### config.mk
export PLATFORM = sky130hd
export DESIGN_NAME = env_sine_adsr
export DESIGN_NICKNAME = d
export VERILOG_FILES = /design/src/rtl/env_pkg.sv /design/src/rtl/env_slope_lut.sv /design/src/rtl/env_step.sv /design/src/rtl/env_sine_adsr.sv
export SDC_FILE = /design/constraint.sdc
export NUM_CORES = 1
export LEC_CHECK = 0
export BUFFER_PORTS_ARGS = -buffer_cell sky130_fd_sc_hd__buf_2
export CAP_MARGIN = 20
export CELL_PAD_IN_SITES_DETAIL_PLACEMENT = 0
export CELL_PAD_IN_SITES_GLOBAL_PLACEMENT = 1
export CORE_AREA = 2 2 264 266
export CTS_BUF_LIST = sky130_fd_sc_hd__clkbuf_4
export CTS_CLUSTER_DIAMETER = 50
export DETAILED_ROUTE_END_ITERATION = 10
export DIE_AREA = 0 0 266 268
export PLACE_DENSITY = 0.81
export SLEW_MARGIN = 5
export SYNTH_ARGS = -nofsm -noshare
export SYNTH_HDL_FRONTEND = slang
export SYNTH_SLANG_ARGS = --single-unit
### constraint.sdc
create_clock -name clk_i -period 23.3 [get_ports clk_i]
set_input_delay 2.33 -clock clk_i [delete_from_list [all_inputs] [get_ports clk_i]]
set_output_delay 2.33 -clock clk_i [all_outputs]
set_load 0.01 [all_outputs]
### src/rtl/env_pkg.sv
package env_pkg;

    localparam int IDX_W   = 8;
    localparam int TBL_TOP = 128;

    typedef enum logic [2:0] {
        ENV_IDLE = 3'd0,
        ENV_RISE = 3'd1,
        ENV_FALL = 3'd2,
        ENV_HOLD = 3'd3,
        ENV_FADE = 3'd4
    } env_mode_e;

    // Quarter-wave curve: i*(256-i)*255/16384, rising from 0 at i=0 to 255 at i=128
    function automatic logic [IDX_W-1:0] slope_val(input logic [IDX_W-1:0] i);
        logic [22:0] p;
        p = 23'(i) * (23'd256 - 23'(i)) * 23'd255;
        return IDX_W'(p >> 14);
    endfunction

endpackage

### src/rtl/env_slope_lut.sv
module env_slope_lut
    import env_pkg::*;
(
    input  logic [IDX_W-1:0] idx_i,
    output logic [IDX_W-1:0] val_o
);

    assign val_o = slope_val(idx_i);

endmodule

### src/rtl/env_step.sv
module env_step
    import env_pkg::*;
#(
    parameter int PW = 24
) (
    input  env_mode_e        mode_i,
    input  logic [PW-1:0]    phase_i,
    input  logic [PW-1:0]    rise_inc_i,
    input  logic [PW-1:0]    fall_inc_i,
    input  logic [PW-1:0]    fade_inc_i,
    input  logic [IDX_W-1:0] hold_lvl_i,
    input  logic             on_i,
    input  logic             off_i,
    output env_mode_e        mode_o,
    output logic [PW-1:0]    phase_o
);

    localparam int          SH   = PW - IDX_W;
    localparam logic [PW:0] PEAK = (PW+1)'(TBL_TOP) << SH;

    env_mode_e        m;
    logic [IDX_W-1:0] lvl;
    logic [PW:0]      sum;
    logic [PW+1:0]    fall_diff;
    logic [PW+1:0]    fade_diff;
    logic [PW+1:0]    floor_v;

    always_comb begin
        m = mode_i;
        if (on_i) begin
            m = ENV_RISE;
        end else if (off_i && mode_i != ENV_IDLE) begin
            m = ENV_FADE;
        end

        lvl       = (hold_lvl_i > IDX_W'(TBL_TOP)) ? IDX_W'(TBL_TOP) : hold_lvl_i;
        sum       = {1'b0, phase_i} + {1'b0, rise_inc_i};
        fall_diff = {2'b00, phase_i} - {2'b00, fall_inc_i};
        fade_diff = {2'b00, phase_i} - {2'b00, fade_inc_i};
        floor_v   = (PW+2)'(lvl) << SH;

        mode_o  = m;
        phase_o = phase_i;

        unique case (m)
            ENV_RISE: begin
                if (sum >= PEAK) begin
                    phase_o = PEAK[PW-1:0];
                    mode_o  = ENV_FALL;
                end else begin
                    phase_o = sum[PW-1:0];
                end
            end
            ENV_FALL: begin
                if (fall_diff[PW+1] || fall_diff <= floor_v) begin
                    phase_o = floor_v[PW-1:0];
                    mode_o  = ENV_HOLD;
                end else begin
                    phase_o = fall_diff[PW-1:0];
                end
            end
            ENV_HOLD: begin
                phase_o = phase_i;
            end
            ENV_FADE: begin
                if (fade_diff[PW+1] || fade_diff == '0) begin
                    phase_o = '0;
                    mode_o  = ENV_IDLE;
                end else begin
                    phase_o = fade_diff[PW-1:0];
                end
            end
            default: begin
                phase_o = '0;
                mode_o  = ENV_IDLE;
            end
        endcase
    end

endmodule

### src/rtl/env_sine_adsr.sv
module env_sine_adsr
    import env_pkg::*;
#(
    parameter int NCH = 8,
    parameter int PW  = 24,
    localparam int CW = (NCH > 1) ? $clog2(NCH) : 1
) (
    input  logic                 clk_i,
    input  logic                 rst_ni,
    input  logic                 tick_i,
    input  logic [NCH-1:0]       gate_on_i,
    input  logic [NCH-1:0]       gate_off_i,
    input  logic [NCH*PW-1:0]    rise_inc_i,
    input  logic [NCH*PW-1:0]    fall_inc_i,
    input  logic [NCH*PW-1:0]    fade_inc_i,
    input  logic [NCH*IDX_W-1:0] hold_lvl_i,
    output logic                 env_vld_o,
    output logic [CW-1:0]        env_ch_o,
    output logic [IDX_W-1:0]     env_val_o
);

    typedef struct packed {
        logic                      busy;
        logic [CW-1:0]             idx;
        logic [NCH-1:0]            pend_on;
        logic [NCH-1:0]            pend_off;
        logic [NCH-1:0][PW-1:0]    phase;
        env_mode_e [NCH-1:0]       mode;
        logic                      vld;
        logic [CW-1:0]             ch;
        logic [IDX_W-1:0]          val;
    } state_t;

    state_t           q, d;
    env_mode_e        step_mode;
    logic [PW-1:0]    step_phase;
    logic [IDX_W-1:0] lut_val;

    // Single shared update path, steered to the channel under service
    env_step #(.PW(PW)) u_step (
        .mode_i    (q.mode[q.idx]),
        .phase_i   (q.phase[q.idx]),
        .rise_inc_i(rise_inc_i[q.idx*PW +: PW]),
        .fall_inc_i(fall_inc_i[q.idx*PW +: PW]),
        .fade_inc_i(fade_inc_i[q.idx*PW +: PW]),
        .hold_lvl_i(hold_lvl_i[q.idx*IDX_W +: IDX_W]),
        .on_i      (q.pend_on[q.idx]),
        .off_i     (q.pend_off[q.idx]),
        .mode_o    (step_mode),
        .phase_o   (step_phase)
    );

    env_slope_lut u_lut (
        .idx_i(step_phase[PW-1 -: IDX_W]),
        .val_o(lut_val)
    );

    always_comb begin
        d          = q;
        d.vld      = 1'b0;
        d.pend_on  = q.pend_on | gate_on_i;
        d.pend_off = q.pend_off | gate_off_i;

        if (!q.busy) begin
            if (tick_i) begin
                d.busy = 1'b1;
                d.idx  = '0;
            end
        end else begin
            d.phase[q.idx]    = step_phase;
            d.mode[q.idx]     = step_mode;
            d.pend_on[q.idx]  = gate_on_i[q.idx];
            d.pend_off[q.idx] = gate_off_i[q.idx];
            d.vld             = 1'b1;
            d.ch              = q.idx;
            d.val             = lut_val;
            if (q.idx == CW'(NCH-1)) begin
                d.busy = 1'b0;
            end else begin
                d.idx = q.idx + 1'b1;
            end
        end
    end

    always_ff @(posedge clk_i or negedge rst_ni) begin
        if (!rst_ni) begin
            q <= '0;
        end else begin
            q <= d;
        end
    end

    assign env_vld_o = q.vld;
    assign env_ch_o  = q.ch;
    assign env_val_o = q.val;

endmodule

Yosys cells after proc, flatten, opt, wreduce, memory -nomap -nowiden
Cells that the tools add are included.
Storage, ports and cells
  bits in registers: 248
  input port bits: 659
  output and inout bits: 12
  word-level logic and storage cells: 94
Cells by class
  add/sub/neg operators: 5
  multipliers: 3
  $lt $le $gt $ge: 5
  equality and inequality tests: 6
  shift-type cells: 4
  muxes and demuxes: 38
  bitwise gates (word level): 2
  reduce and logical (&&, ||, !) cells: 8
Operator list (count)
  $shiftx A192 B9 Y24: 3
  $mux W244: 1
  $bwmux W192: 1
  $mux W24: 5
  $pmux W24 S4: 1
  $bmux W24 S3: 1
  $demux W24 S3: 1
  $shiftx A64 B7 Y8: 1
  $sub A24 B24 Y25: 2
  $le A26 B24 Y1: 1
  $logic_not A26 Y1: 1
  $add A24 B24 Y25: 1
  $ge A25 B24 Y1 const B: 1
  $bwmux W24: 1
  $mux W3: 8
  $mul A23 B8 Y22 const B: 1
  $mul A8 B23 Y23: 1
  $bwmux W8: 2
  $or A8 B8 Y8: 2
  $bmux W1 S3: 4
  $pmux W3 S4: 1
  $sub A9 B8 Y10 const A: 1
  $bmux W3 S3: 1
  $demux W3 S3: 1
  other kinds (18): 28

Longest topological paths before layout
  depth in word-level cells: 12
  mapped depth: 70
  mapped depth without buffers: 60

By module
Synthesis repeated with hierarchy kept, for this count alone.
Unflattened totals
  cells, all modules: 2286
  area total of the unflattened synthesis: 26715.6 sq um
By module, submodules not included
  env_sine_adsr: times used 1, cells an instance 966, area an instance 16169.3 sq um, seq. area each 6206.0 sq um
  env_slope_lut: times used 1, cells an instance 586, area an instance 5436.5 sq um, seq. area each 0.0 sq um
  env_step: times used 1, cells an instance 734, area an instance 5109.9 sq um, seq. area each 0.0 sq um

Worst setup path before layout
OpenSTA, ideal clock, no wires.
  kind: register to register
  start point: register q[245] (netlist bit)
  end point: register q (netlist bit env_val_o[7])
  setup time: 0.141 ns
  data arrival time: 16.890 ns
  path slack: 6.270 ns
  cell stages (with the launch flop): 68
  buffers on the path: 9
  clock period less this slack: 17.030 ns
  cells stage by stage: dfrtp_1 buf_2 clkbuf_1 clkbuf_1 buf_1 buf_2 buf_1 clkbuf_1 clkbuf_1 mux4_2 mux2_2 ha_1 inv_1 fa_1 a21o_1 a311o_1 a211oi_1 o31ai_1 (+32 left out) inv_1 fa_1 inv_1 fa_1 inv_1 fa_1 ha_1 nand3_1 o22ai_1 o21a_1 o31a_1 nand3b_1 a31oi_1 o21bai_1 a21oi_1 xnor2_1 xnor2_1 a21oi_1
Between the ends
  cells in the longest elaborated chain, start to end: 11
  elaborated cells between the ends (all ways): 38
  those cells by class: add/sub: 4; mul: 3; order compare: 3; eq/ne: 4; shift: 4; mux: 15; reduce/logical: 5
Ends and longest elaborated chain
  start: declaration: line env_sine_adsr.sv:34  | state_t q, d;
  start signal: assignment: line env_sine_adsr.sv:87  | q <= '0;
  start signal: assignment: line env_sine_adsr.sv:89  | q <= d;
  parallel branches: the longest is 7 deep, another holds $le A26 B24 Y1
  $pmux W24 S4 (*): line env_step.sv:45  | unique case (m)
  $sub A9 B8 Y10: line env_pkg.sv:17  | p = 23'(i) * (23'd256 - 23'(i)) * 23'd255;
  $mul A8 B23 Y23 (*): line env_pkg.sv:17
  $mul A23 B8 Y22 (*): line env_pkg.sv:17
Every way passes the cells marked *. The select of a mux whose other input is x is not followed.
A chain may end at the register's enable or synchronous reset.

Worst setup path in the final report
Same ends and word-level chain as after synthesis.

==> reports/results.txt <==
Setup Viol. Count Final -> 0
crit path DAT -> 18520 ps
Port Buffers -> 670
Crit path buffers/inverters -> 12
Hold WS -> 476 ps
hold path cells -> 2
TritonCTS clock tree -> done
Layout area overhead -> 19.4%
largest net degree at the start of global routing -> 118
Reg clk slew, reported paths -> 60 ps
Slew Limit Fails -> 0
Async SR Flop Fraction -> 100%
Critical-path top delay cell -> dfrtp_4
number of global-route vias before repair -> 22263
R2R cell count -> 60
Seq/Total Area, Yosys -> 24.2%
ys flop type -> dfrtp_1
Fillers -> 6635
final setup TNS -> 0 ps
r2r endpoint -> env_val_o[7]
number of buffers created by CTS -> 69
FMAX -> 55.7 MHz
Reg2Reg Setup Slack -> 5350 ps
FF+latch count, synth -> 248
H-tree depth -> 3
wire length of the first global-routing pass -> 143000 µm
Area contributors post-synth -> dfrtp_1 24%, mux4_2 19%, fa_1 8.7%, ha_1 8.5%, a21oi_1 3.7%
hold buffers post-CTS -> 0
hold crit path type -> reg -> reg
WS Path Type -> reg -> reg
1st-iter DRT viols -> 1811
CTS resizes -> 0
Crit path max-delay family -> adder cells
Max Cap Viol -> 0
syn_area_per_cell -> 10.2 µm²
Post-DP HPWL -> 81500 µm
IO Pins -> 671
initial antenna violation count -> 33
DR vias/cell -> 5.62
Final Cycle Share -> 77.0%
CTS max path bufs -> 3
Worst path most repeated cell -> inv_1
RR Startpoint -> q[245]
die area -> 71300 µm²
Root Buffer -> clkbuf_4
Post-Route Skew -> 63.7 ps
die height -> 268 µm
endpoint class of the critical path -> flip-flop
DRC -> 0
Synth Warn # -> 0
Final min period -> 17950 ps
dpl cells -> 3925
Yosys cell types -> 77
clk sinks -> 248
startpoint types -> flip-flop
DR WL/cell -> 24.7 µm
DRT Wirelength -> 99900 µm
final cell count without fillers -> 4053
Largest stage delay, worst path -> 910 ps
cell area after synthesis -> 25600 µm²
post-route ant nets -> 0
RSZ-0062 raised after global routing -> false
Pre-antenna DRT Iters -> 5
Die Wd -> 266 µm
Nets -> 4059
Slew HR -> 16.1%
outcome -> completed
worst path required time -> 23870 ps
leading area contributor after synthesis -> dfrtp_1
GRT overflow -> 0
routability cong. -> 0.948
number of flops mapped to enable cells by yosys -> 0
Synth top area share -> 24.2%
routed vias -> 22768
Starting Density -> 37.5%
Core ar. -> 68200 µm²
Crit Path Max Fanout -> 52
Post-CTS Setup Inserts -> 0
worst slew pin tran -> 1220 ps
most frequent cells in the layout -> 669 x buf_2, 245 x dfrtp_1, 218 x inv_1
GRT Overall Usage -> 27.2%
cells after synthesis -> 2509
Hold Fails Final Rpt -> 0
share of cells above drive strength 1 -> 36.0%
Skew-Pair Late Insertion Delay -> 710 ps
site row count -> 96
commonest non-fill, non-tap cell in the layout -> buf_2
==> final cells by class <==
cell class              instances  area (µm²)  area share, %
multi-input cells            1883       17900           58.7
clock inverters                21         169          0.552
inverters                     219         822           2.69
flip-flops and latches        248        6220           20.3
diodes                         11        27.5         0.0900
repair buffers                694        3590           11.7
well taps                     882        1100           3.61
clock buffers                  95         713           2.33
==> logic make-up after synthesis <==
family / share of synthesized area (%)
DFF: 24.2
adders and majority gates: 17.2
AOI/OAI and AO/OA: 14.1
buffers and inverters: 5.89
xor gates and xnor gates: 3.35
other: 0.0293
and+or+nand+nor: 9.95
muxes: 25.3
==> worst min-delay path, delay by kind of cell, from the launching register on <==
kind,cells,cell delay [ps]
AOI/OAI and AO/OA,1,60
DFF,1,340
and+or+nand+nor,1,50
==> synth_stat cells (5+ instances only) <==
library cell	n
a211o_1	6
a211oi_1	12
a21o_1	50
a21oi_1	189
a221o_1	5
a221oi_1	6
a221oi_2	12
a22o_1	12
a31o_2	5
a31oi_1	8
and2_1	10
and3_1	9
buf_1	28
buf_2	18
buf_4	11
clkbuf_1	106
dfrtp_1	248
fa_1	111
ha_1	174
inv_1	218
mux2_2	72
mux2i_1	77
mux4_2	217
nand2_1	165
nand2b_1	15
nand3_1	36
nand4_1	15
nor2_1	211
nor2b_1	25
nor3_1	34
nor4_1	7
o2111ai_1	7
o211ai_1	5
o21a_1	19
o21ai_0	164
o21bai_1	6
o2bb2ai_1	5
or2_2	13
or3_1	5
xnor2_1	53
xor2_1	45
==> layer usage <==
metal	GRT usage, %	wire length (µm)	up-vias
li1	-	-	10399
met1	36.4	41200	11224
met3	7.63	9470	143
met4	12.0	4520	8
met5	0	50	-
met2	41.2	44700	994
==> per-stage QoR <==
| step | worst slack (ps) | utilization, % | cell area, µm² |
|---|---|---|---|
| after floorplan | 6270 | - | 25600 |
| after global placement | 5190 | 43.5 | 29700 |
| after CTS | 5370 | 44.8 | 30500 |
| after global routing | 4000 | 44.8 | 30600 |
| final | 5350 | 44.8 | 30600 |
| after detailed placement | 4930 | 43.5 | 29700 |
==> worst max-delay path by stage <==
stage                               to  cells past startpoint      startpoint
after floorplan           env_val_o[7]                     67          q[245]
after global placement    env_val_o[7]                     59  fall_inc_i[24]
after detailed placement  env_val_o[7]                     59  fall_inc_i[24]
after CTS                 env_val_o[7]                     60          q[245]
after global routing      env_val_o[7]                     60          q[245]
final                     env_val_o[7]                     60          q[245]
Power is left out: the tool's default activity adds up to more than one toggle a clock period on the data nets, which glitch-free logic cannot reach.
